File: src/rtl/wpl_pkg.sv
package wpl_pkg;

    typedef enum logic [1:0] {
        LS_IDLE = 2'd0,
        LS_GET2 = 2'd1,
        LS_HOLD = 2'd2,
        LS_SEND = 2'd3
    } link_state_e;

    typedef struct packed {
        logic go;
        logic skip;
        logic len_zero;
    } trig_s;

    function automatic logic accepts_input(link_state_e s);
        return (s == LS_IDLE) || (s == LS_GET2);
    endfunction

endpackage

File: src/rtl/wpl_ctrl.sv
module wpl_ctrl
    import wpl_pkg::*;
(
    input  logic        clk,
    input  logic        rst,
    input  logic        in_fire,
    input  trig_s       trig,
    input  logic        out_fire,
    input  logic        last_word,
    output link_state_e state,
    output logic        start_tx
);
    link_state_e nxt;

    always_comb begin
        nxt      = state;
        start_tx = 1'b0;
        unique case (state)
            LS_IDLE: if (in_fire) nxt = LS_GET2;
            LS_GET2: if (in_fire) nxt = LS_HOLD;
            LS_HOLD: begin
                if (trig.skip) begin
                    nxt = LS_IDLE;
                end else if (trig.go) begin
                    if (trig.len_zero) begin
                        nxt = LS_IDLE;
                    end else begin
                        nxt      = LS_SEND;
                        start_tx = 1'b1;
                    end
                end
            end
            LS_SEND: if (out_fire && last_word) nxt = LS_IDLE;
            default: nxt = LS_IDLE;
        endcase
    end

    always_ff @(posedge clk) begin
        if (rst) state <= LS_IDLE;
        else     state <= nxt;
    end
endmodule

File: src/rtl/wpl_rx.sv
module wpl_rx #(
    parameter int W = 16
) (
    input  logic         clk,
    input  logic         rst,
    input  logic [W-1:0] din,
    input  logic         cap_first,
    input  logic         cap_second,
    output logic [W-1:0] first_q,
    output logic [W-1:0] second_q,
    output logic         done_pulse
);
    always_ff @(posedge clk) begin
        if (rst) begin
            first_q    <= '0;
            second_q   <= '0;
            done_pulse <= 1'b0;
        end else begin
            done_pulse <= cap_second;
            if (cap_first)  first_q  <= din;
            if (cap_second) second_q <= din;
        end
    end
endmodule

File: src/rtl/wpl_tx.sv
module wpl_tx #(
    parameter int CW = 8
) (
    input  logic          clk,
    input  logic          rst,
    input  logic          load,
    input  logic [CW-1:0] len,
    input  logic          advance,
    output logic [CW-1:0] idx,
    output logic          last
);
    logic [CW-1:0] len_q;

    always_ff @(posedge clk) begin
        if (rst) begin
            idx   <= '0;
            len_q <= '0;
        end else if (load) begin
            idx   <= '0;
            len_q <= len;
        end else if (advance) begin
            idx <= idx + CW'(1);
        end
    end

    assign last = (idx == len_q - CW'(1));
endmodule

File: src/rtl/word_pair_link.sv
module word_pair_link
    import wpl_pkg::*;
#(
    parameter int WORD_W = 16,
    parameter int CNT_W  = 8
) (
    input  logic              clk,
    input  logic              rst,
    input  logic              in_valid,
    output logic              in_ready,
    input  logic [WORD_W-1:0] in_data,
    output logic              pair_strobe,
    output logic [WORD_W-1:0] cmd_word,
    output logic [WORD_W-1:0] arg_word,
    input  logic              reply_go,
    input  logic              reply_skip,
    input  logic [CNT_W-1:0]  reply_len,
    output logic [CNT_W-1:0]  word_idx,
    input  logic [WORD_W-1:0] reply_word,
    output logic              out_valid,
    input  logic              out_ready,
    output logic [WORD_W-1:0] out_data,
    output logic [1:0]        state_code
);
    link_state_e state;
    trig_s       trig;
    logic        in_fire, out_fire, last_word, start_tx;

    assign in_ready   = accepts_input(state);
    assign in_fire    = in_valid && in_ready;
    assign out_valid  = (state == LS_SEND);
    assign out_fire   = out_valid && out_ready;
    assign out_data   = reply_word;
    assign state_code = state;

    assign trig.go       = reply_go;
    assign trig.skip     = reply_skip;
    assign trig.len_zero = (reply_len == '0);

    wpl_ctrl u_ctrl (
        .clk       (clk),
        .rst       (rst),
        .in_fire   (in_fire),
        .trig      (trig),
        .out_fire  (out_fire),
        .last_word (last_word),
        .state     (state),
        .start_tx  (start_tx)
    );

    wpl_rx #(.W(WORD_W)) u_rx (
        .clk        (clk),
        .rst        (rst),
        .din        (in_data),
        .cap_first  (in_fire && state == LS_IDLE),
        .cap_second (in_fire && state == LS_GET2),
        .first_q    (cmd_word),
        .second_q   (arg_word),
        .done_pulse (pair_strobe)
    );

    wpl_tx #(.CW(CNT_W)) u_tx (
        .clk     (clk),
        .rst     (rst),
        .load    (start_tx),
        .len     (reply_len),
        .advance (out_fire),
        .idx     (word_idx),
        .last    (last_word)
    );
endmodule

File: config.mk
export PLATFORM = sky130hd
export DESIGN_NAME = word_pair_link
export DESIGN_NICKNAME = d
export VERILOG_FILES = /design/src/rtl/wpl_pkg.sv /design/src/rtl/wpl_ctrl.sv /design/src/rtl/wpl_rx.sv /design/src/rtl/wpl_tx.sv /design/src/rtl/word_pair_link.sv
export SDC_FILE = /design/constraint.sdc
export NUM_CORES = 1
export LEC_CHECK = 0
export ABC_AREA = 1
export BUFFER_PORTS_ARGS = -buffer_cell sky130_fd_sc_hd__buf_2
export CELL_PAD_IN_SITES_DETAIL_PLACEMENT = 1
export CELL_PAD_IN_SITES_GLOBAL_PLACEMENT = 2
export CORE_ASPECT_RATIO = 0.7
export CORE_MARGIN = 10
export CORE_UTILIZATION = 24
export DETAILED_ROUTE_END_ITERATION = 8
export PLACE_DENSITY = 0.76
export SLEW_MARGIN = 20
export SYNTH_ARGS = -nofsm -noshare
export SYNTH_HDL_FRONTEND = slang
export SYNTH_SLANG_ARGS = --single-unit
export TNS_END_PERCENT = 10
File: constraint.sdc
create_clock -name clk -period 1.7 [get_ports clk]
set_input_delay 0.17 -clock clk [delete_from_list [all_inputs] [get_ports clk]]
set_output_delay 0.17 -clock clk [all_outputs]
set_load 0.05 [all_outputs]
==> results.md <==
- Pwr dens: roughly 1100 mW/mm²
- RePlAce Congestion: 0.789
- Synth Area in Compound Gates: 0.117
- FF-to-FF path depth: 13
- Post-synthesis xor/xnor area fraction: 0.0219
- Fillers: ~1,200
- Placed inst area: between 0.002 and 0.003 mm²
- # DRC: 0
- Met2 usage: 0.156
- Slew headroom: 0.643
- Sequential share of the synthesized area: 0.425
- Final Setup Violations: 0
- Sw Ratio: 0.327
- Mux contribution to synthesized area: 0
- Die width: 140 µm
- Worst Path Arrival: 1770 ps
- # port buffers: 74
- Comb pwr share: 0.230
- Largest net degree at the start of global routing: 26
- CP Launch Type: register
- Detailed Route WL: approximately 8.1 mm
- Number of diodes: 0
- Setup_tns: 0 ps
- P&R area growth vs syn: 27.4%
- Antenna violations before repair: 0
- Netlist cell types: 28
- Rows: 30
- IR drop worst, VDD: ~430 µV
- CTS Buf Count: 5
- Peak Freq: roughly 630 MHz
- Core area: 0.00972 mm²
- Worst Tran Pin Value: 535 ps
- DR vias/cell: 4.32
- Met3 Resource Use GR: 0.0342
- TritonCTS sink count: between 50 and 60
- Reg clk slew, reported paths: about 70 ps
- Ports: approximately 110
- Total gr overflow: 0
- WHS: roughly 150 ps
- Post-route antenna net violation count: 0
- Mapped Area: roughly 0.0024 mm²
- CTS Hold Bufs: 0
- Die Y-Extent: 104 µm
- Clock Latency Late Sink: ~280 ps
- Yosys reg bits: between 50 and 60
- Gr busiest metal: met2
- Root buf cell: clkbuf_16
- Outcome: completed
- RSZ-0062 raised after global routing: yes
- Vias: around 2,300
- Final Slew Violations: 0
- Worst Skew: between 4 and 5 ps
- Endpoints failing hold: 0
- Hold path depth: 3
- Sequential Power Share: 0.411
- Post-Synth Adder-Cell Area: 0.0104
- Minimum clock period: about 1600 ps
- Net Count, Synth: around 380
- Global-route wire length before repair: 12.9 mm
- CTS tree: built
- DP Wirelength: approximately 6.5 mm
- Mapped Avg Cell Area: 7.21 µm²
- Largest family of logic cells by synthesized area: simple AND/OR/NAND/NOR gates
- P_int: around 2.2 mW
- Pre-Repair DR Iteration Count: 4
- Final period utilization: 0.932
- Fin nets: 450
- Crit Path Class: reg -> reg
- Hold/Removal Path Class: in -> reg
- DR iter-0 viols: 90
- Vias in the first global route: roughly 2,400
- Met1 Usage GRT: 0.151
- Final std cells w/o fill: approximately 530
- Worst-path fanout max: 3
- H-Tree Depth: 2
- CTS Buffer Depth: 2
- Clock power share: 0.359
- Layout cells sized above 1: 0.305
- Critical path required time: about 1900 ps
- Simple-gate area share of the yosys netlist: 0.308
- Ys Warns: 0
- # placed instances: ~520
- NetSw: about 1.1 mW
- Total track usage: 0.108
- Synth Instances: around 330
- Post-DR wirelength/cell: roughly 15 µm
- Die ar.: between 0.01 and 0.015 mm²
- Final Instance Area: 0.00306 mm²
- CP Capture Type: register
- Starting Density: 0.247
- Max cap viols: 0
- Leakage power: about 1.5 nW
-- power by group through the flow --
stage          clock network, mW  logic (mW)  registers, mW
2_1_floorplan                  0       0.370           1.59
3_3_place_gp                   0       0.739           1.35
3_5_place_dp                   0       0.743           1.35
4_1_cts                     1.19       0.745           1.33
5_1_grt                     1.25       0.817           1.34
6_report                    1.15       0.741           1.32
-- kinds of logic after synthesis --
| family | count (synthesis) |
|---|---|
| XOR/XNOR | 6 |
| AO/OA/AOI/OAI | 55 |
| flip-flops | 51 |
| AND/OR/NAND/NOR | 164 |
| buffers and inverters | 55 |
| adder cells (fa/ha/maj) | 2 |
-- placed cells by master, fill, tap and decap left out, drive strengths merged, types with 4 or more instances in the layout --
master and instances:
dfxtp 51, xnor2 4, buf 89, nor2 66
a21oi 29, nand3 28, o21ai 25, clkbuf 5
nor3 5, nand2 61, inv 28
-- metrics by stage --
| step | setup WS (ps) | total power [mW] | utilization |
|---|---|---|---|
| detailed placement | 40.9 | 2.10 | 0.294 |
| global route | -61.0 | 3.40 | 0.314 |
| CTS | 6.22 | 3.26 | 0.311 |
| global placement | 78.6 | 2.09 | 0.294 |
| floorplan | -37.6 | 1.96 | - |
| finish | 116 | 3.22 | 0.314 |
-- Yosys cell counts --
cell type | instances | share of area
nor2_1 | 62 | 0.097
nand2_1 | 56 | 0.088
dfxtp_1 | 51 | 0.43
a21oi_1 | 29 | 0.060
nand3_1 | 27 | 0.056
inv_1 | 25 | 0.039
o21ai_0 | 23 | 0.048
buf_4 | 16 | 0.050
clkbuf_1 | 7 | 0.011
nor2_2 | 4 | 0.010
xnor2_1 | 4 | 0.015
buf_2 | 3 | 0.0063
nand2_2 | 3 | 0.0078
ha_1 | 2 | 0.010
inv_2 | 2 | 0.0031
nand2_4 | 2 | 0.0094
nor3_1 | 2 | 0.0042
nor3_4 | 2 | 0.014
nor4_1 | 2 | 0.0052
o21ai_1 | 2 | 0.0042
xor2_1 | 2 | 0.0073
a21boi_2 | 1 | 0.0047
buf_6 | 1 | 0.0047
inv_4 | 1 | 0.0026
nand3_2 | 1 | 0.0042
nor3_2 | 1 | 0.0042
nor3b_1 | 1 | 0.0031
nor3b_2 | 1 | 0.0052
-- registers in the layout, summed over array words and instances (netlist names) --
name	flops
u_ctrl.state	2
u_rx.done_pulse	1
u_rx.first_q	16
u_rx.second_q	16
u_tx.idx	8
u_tx.len_q	8
-- metal layers --
metal	up-vias	routed length (µm)
met5	-	0
met4	0	51
met3	4	572
met2	39	3370
met1	1064	4110
li1	1186	-
-- worst max-delay path, cell delays in order (launching register included) --
cell	delay [ps]
dfxtp_2	350
inv_2	60
ha_4	270
nand2_1	50
nand2_1	60
nand2_1	50
nor2_1	100
nand3_1	70
nor2_1	100
nand3_1	90
nand2_1	100
nand3_1	80
nand2_1	90
inv_1	40
-- cell type report --
| type | count | area (µm²) | share of cell area |
|---|---|---|---|
| multi-input cells | 227 | 1110 | 0.363 |
| clock inverters | 3 | 43.8 | 0.0143 |
| inverters | 28 | 108 | 0.0352 |
| clock buffers | 5 | 125 | 0.0409 |
| repair buffers | 89 | 483 | 0.158 |
| well taps | 128 | 160 | 0.0524 |
| flip-flops and latches | 51 | 1030 | 0.336 |
-- path summary, 6_finish.rpt --
kind                            startpoint                       endpoint  slack, ps
max reg2reg     u_tx.len_q[0]$_SDFFE_PP0P_   u_ctrl.state[0]$_SDFFE_PP0P_        120
min                            in_data[12]  u_rx.first_q[12]$_SDFFE_PP0P_        150
min reg2reg  u_rx.second_q[2]$_SDFFE_PP0P_  u_rx.second_q[2]$_SDFFE_PP0P_        460
max             u_tx.len_q[0]$_SDFFE_PP0P_   u_ctrl.state[0]$_SDFFE_PP0P_        120
-- what timing repair did --
action	4_1_cts	5_1_grt
endpoints found under the setup margin	0	2
gates resized for setup	0	7
buffers inserted	0	2
Power figures use the tool's default switching activity.
